**config.mk**
```make
export PLATFORM = sky130hd
export DESIGN_NAME = bus_break_unit
export DESIGN_NICKNAME = d
export VERILOG_FILES = /design/src/rtl/bus_break_unit.sv
export SDC_FILE = /design/constraint.sdc
export NUM_CORES = 1
export LEC_CHECK = 0
export BUFFER_PORTS_ARGS = -buffer_cell sky130_fd_sc_hd__buf_2
export CAP_MARGIN = 15
export CORE_ASPECT_RATIO = 2
export CORE_UTILIZATION = 30
export DETAILED_ROUTE_END_ITERATION = 10
export GPL_ROUTABILITY_DRIVEN = 0
export HOLD_SLACK_MARGIN = 0.12
export PLACE_DENSITY_LB_ADDON = 0.25
export SYNTH_ARGS = -nofsm -noshare
export SYNTH_HDL_FRONTEND = slang
export SYNTH_SLANG_ARGS = --single-unit
export TNS_END_PERCENT = 50
```
**constraint.sdc**
```tcl
create_clock -name clk -period 4.6 [get_ports clk]
set_input_delay 0.92 -clock clk [delete_from_list [all_inputs] [get_ports clk]]
set_output_delay 0.92 -clock clk [all_outputs]
set_load 0.1 [all_outputs]
```
**src/rtl/bus_break_unit.sv**
```systemverilog
module bus_break_unit (
  input  logic        clk,
  input  logic        rst_n,
  input  logic        bus_valid,
  input  logic [31:0] bus_addr,
  input  logic [31:0] bus_data,
  input  logic        bus_cpu,
  input  logic        bus_fetch,
  input  logic        bus_write,
  input  logic [1:0]  bus_size,
  input  logic        reg_we,
  input  logic [4:0]  reg_addr,
  input  logic [31:0] reg_wdata,
  output logic [31:0] reg_rdata,
  output logic        brk_req,
  output logic [3:0]  ch_hit
);
  logic [31:0] ar [4];
  logic [31:0] am [4];
  logic [7:0]  cr [4];
  logic [31:0] dv [2];
  logic [31:0] dm [2];
  logic        seq, armed;
  logic [3:0]  hit, fire, flags, setf, clrf;

  wire eff_wr    = bus_write & ~bus_fetch;
  wire odd_fetch = bus_fetch & bus_addr[0];

  for (genvar i = 0; i < 4; i++) begin : g_ch
    logic cyc_ok, data_ok;
    assign cyc_ok = (bus_cpu   ? cr[i][0] : cr[i][1])
                  & (bus_fetch ? cr[i][2] : cr[i][3])
                  & (eff_wr    ? cr[i][5] : cr[i][4])
                  & ((cr[i][7:6] == 2'd0) | (cr[i][7:6] == bus_size + 2'd1));
    if (i >= 2) begin : g_dat
      assign data_ok = ((bus_data ^ dv[i-2]) & ~dm[i-2]) == 32'd0;
    end else begin : g_nodat
      assign data_ok = 1'b1;
    end
    assign hit[i] = bus_valid & ~odd_fetch & cyc_ok & data_ok
                  & (((bus_addr ^ ar[i]) & ~am[i]) == 32'd0);
  end

  assign fire   = {hit[3] & (~seq | armed), hit[2] & ~seq, hit[1:0]};
  assign setf   = {fire[3], hit[2:0]};
  assign clrf   = (reg_we && reg_addr == 5'd21) ? reg_wdata[3:0] : 4'd0;
  assign ch_hit = flags;

  always_ff @(posedge clk) begin
    if (!rst_n) begin
      for (int k = 0; k < 4; k++) begin
        ar[k] <= '0;
        am[k] <= '0;
        cr[k] <= '0;
      end
      for (int k = 0; k < 2; k++) begin
        dv[k] <= '0;
        dm[k] <= '0;
      end
      seq     <= 1'b0;
      armed   <= 1'b0;
      flags   <= '0;
      brk_req <= 1'b0;
    end else begin
      if (reg_we) begin
        if (!reg_addr[4]) begin
          case (reg_addr[1:0])
            2'd0: ar[reg_addr[3:2]] <= reg_wdata;
            2'd1: am[reg_addr[3:2]] <= reg_wdata;
            2'd2: cr[reg_addr[3:2]] <= reg_wdata[7:0];
            default: ;
          endcase
        end else begin
          case (reg_addr[3:0])
            4'd0: dv[0] <= reg_wdata;
            4'd1: dm[0] <= reg_wdata;
            4'd2: dv[1] <= reg_wdata;
            4'd3: dm[1] <= reg_wdata;
            4'd4: seq   <= reg_wdata[0];
            default: ;
          endcase
        end
      end
      brk_req <= |fire;
      armed   <= seq & (hit[2] | (armed & ~hit[3]));
      flags   <= (flags & ~clrf) | setf;
    end
  end

  always_comb begin
    reg_rdata = '0;
    if (!reg_addr[4]) begin
      case (reg_addr[1:0])
        2'd0: reg_rdata = ar[reg_addr[3:2]];
        2'd1: reg_rdata = am[reg_addr[3:2]];
        2'd2: reg_rdata = {24'd0, cr[reg_addr[3:2]]};
        default: ;
      endcase
    end else begin
      case (reg_addr[3:0])
        4'd0: reg_rdata = dv[0];
        4'd1: reg_rdata = dm[0];
        4'd2: reg_rdata = dv[1];
        4'd3: reg_rdata = dm[1];
        4'd4: reg_rdata = {31'd0, seq};
        4'd5: reg_rdata = {28'd0, flags};
        default: ;
      endcase
    end
  end
endmodule


```
==> impl_metrics.ini <==
[sta]
max_slew.worst_pin.slew_ns = 1.114
final-hold-violation-count = 0
worst_clock_skew_ns = 0.02052
tns_ns = 0
drv_slew = 0
rsz0062_at_grt = false
finalCritPeriodShare_pct = 90.61
fmaxAchievable_mhz = 239.9
fin_ws_ns = 0.4322
finalSetupViolCount = 0
fin_crit_ns = 4.168
max-slew-margin-rel_pct = 25.05

[worst_setup_path]
critPathLaunchType = primary input
end_kind = primary output
cpMostUsedCell = buf_4
max_stage_delay_ns = 0.61
worstPathMaxFanout = 19
path_cells = buf_4, buf_4, mux4_2, a21oi_1, o22ai_1, buf_12
crit_slowest_cell = a21oi_1
critPathRequiredTime_ns = 3.68
critical_path.top_delay_family = compound AO/OA/AOI/OAI gates
critPathKind = in -> out
critPathArrivalTime_ns = 3.25
cp_num_buf_inv = 3

[pwr]
p_leak_nw = 8.634
ir_drop_v = 0.0002407
powerDensity_nw_per_um2 = 378.9

[clock_network]
clockBufferDepth = 3
cts_root_buffer = clkbuf_16
clk_latency_ns = 0.58
htreeDepth = 2
ctsHoldBuffers = 0
clk_pin_slew_ns = 0.07
cts_tree = built
cts_made_buffers = 39
cts_sinks = 423

[global_route]
grt_pass1_vias = 15320
grt_pass1_wl_um = 124600
grtUsageTotal_pct = 25.95
antenna_found_initial = 10
grt_max_degree = 65
grt-ovfl-total = 0

[synth]
synth-simple-area-share_pct = 9.919
synth_xor_area_share_pct = 8.070
syn-cell-area_sq_um = 20840
syn_avg_cell_area_sq_um = 12.82
synth_seq_cells = 423
synthAdderAreaFrac_pct = 0
yosysTopAreaCellShare_pct = 59.95
synthFlopType = edfxtp_1
synth.largest_area_cell = edfxtp_1
ys_types = 54
netlist_instances = 1625
synth.mux.area_fraction_pct = 9.769
synth-edff-count = 416
synth_top_family_by_area = simple AND/OR/NAND/NOR gates
synthTopCellsByArea = edfxtp_1, xnor2_1, mux4_2
postSynth.asyncResetShare_pct = 0
syn_nets = 1735
yosysSeqAreaShare_pct = 60.62
yosysWarnings = 0
synth_compound_area_share_pct = 8.058

[die]
row_count = 136
coreArea_sq_um = 68750
dieArea_sq_um = 70590
fp.dieW_um = 188.4
die_y_um = 374.7
start_util_pct = 30.31
num_io_pins = 147

[routing]
final_antenna_net_count = 0
vias_per_cell = 5.477
routed_wirelength_um = 91450
drtIter0Drc = 1428
drcViolationCount = 0
vias = 14730
first_pass_iters = 6
routedWlPerCell_um = 34.00

[run_status]
outcome = complete, no violations

[placement]
dp_hpwl_um = 68670
portBuffers = 146
place_ws_ns = 0.2205

[layout]
nets = 1873
syn_to_final_growth_pct = 18.99
drive_gt1_share_pct = 21.09
fillers = 6804

[job]
cap_violations = 0

[worst_hold_path]
hold_class = reg -> reg
## metrics by stage
| stage | instance area [sq um] | utilization, % | hold WS, ns | power [mW] | std cells |
|---|---|---|---|---|---|
| after floorplan | 20910 | - | 0.4783 | 5.424 | 1625 |
| after global placement | 23620 | 34.35 | 0.5348 | 6.251 | 2619 |
| after detailed placement | 23620 | 34.35 | 0.5333 | 6.255 | 2619 |
| after CTS | 24790 | 36.06 | 0.5444 | 9.412 | 2689 |
| after global routing | 24790 | 36.07 | 0.5599 | 9.564 | 2689 |
| final | 24800 | 36.07 | 0.5454 | 9.395 | 2690 |
## repair_timing
action | 4_1_cts | 5_1_grt
setup endpoints to repair | 0 | 1
resized for setup | 0 | 1
setup buffers | 0 | 0
## worst register-to-register path: cells and delay by family (launching register included)
kind,cells,cell delay (ns)
AOI/OAI and AO/OA,2,0.31
xor gates and xnor gates,1,0.73
DFF,1,0.42
and+or+nand+nor,4,1.83
## synth_stat cells (27+ instances only)
cell type / n
o22ai_1: 117
mux2i_1: 38
inv_1: 75
edfxtp_1: 416
nor2_1: 246
nand2_1: 89
and2_1: 65
clkbuf_1: 94
a221oi_1: 29
a22o_1: 27
mux4_2: 72
xnor2_1: 192
## path summary, 6_finish.rpt
kind,startpoint,endpoint,slack [ns],cells past startpoint
worst max register to register,dv[0][1]$_DFFE_PP_,brk_req$_SDFF_PN0_,1.25,7
worst max-delay path,reg_addr[2],reg_rdata[0],0.43,6
worst min-delay path,seq$_SDFFE_PN0P_,armed$_SDFF_PN0_,0.55,1
worst min register to register,seq$_SDFFE_PN0P_,armed$_SDFF_PN0_,0.55,1
## sequential cells by signal, summed over array words and instances (netlist names)
name,flops
cr,32
dm,64
ar,128
am,128
brk_req,1
seq,1
ch_hit,4
armed,1
dv,64
## layout by cell type, fill, tap and decap left out, types with 4 or more instances in the layout
master and n:
o21ai_0 10, edfxtp_1 416, clkbuf_1 8, o22ai_1 105, nor4_1 19, buf_12 44, a22oi_1 7, dfxtp_1 7
inv_1 75, o22ai_2 12, a22o_1 27, mux4_2 72, clkinv_1 11, or4_1 4, nor3_1 9, clkbuf_16 39
nor2_1 243, buf_2 112, a21oi_1 7, o21a_1 4, clkinv_2 5, o21ai_4 8, xnor2_1 192, nor2b_1 5
nand2_1 87, nand3_1 7, and2_1 65, buf_4 58, mux2i_1 38, a221oi_1 29
## layer usage
metal	routed length, um	vias to the layer above	GRT usage, %
li1	-	6278	-
met1	29500	7467	26.07
met2	45760	741	44.51
met3	5019	238	3.687
met4	11110	10	26.95
met5	64	-	0
## layout make-up
class                      count  area [sq um]  share of cell area, %
sequential                   423         12630                  50.94
timing repair buffer         214          1877                  7.569
inverter                      76         285.3                  1.150
multi-input combinational   1009          7704                  31.07
clock inverter                23         167.7                 0.6762
tap                          897          1122                  4.526
antenna                        1         2.502                0.01009
clock buffer                  47          1006                  4.057
## cell families (layout without fill, tap and decap cells)
kind of cell              count (synthesis)  count (layout)
muxes                                   113             113
and+or+nand+nor                         464             464
other                                     0               1
DFF                                     423             423
buffers and inverters                   193             360
AOI/OAI and AO/OA                       240             240
xor gates and xnor gates                192             192
## where the power goes
group	internal [mW]	switching (mW)	leakage, nW
logic	0.530	1.02	4.04
clock network	1.68	1.53	0.569
registers	4.45	0.184	4.02
(Power assumes the default switching activity.)
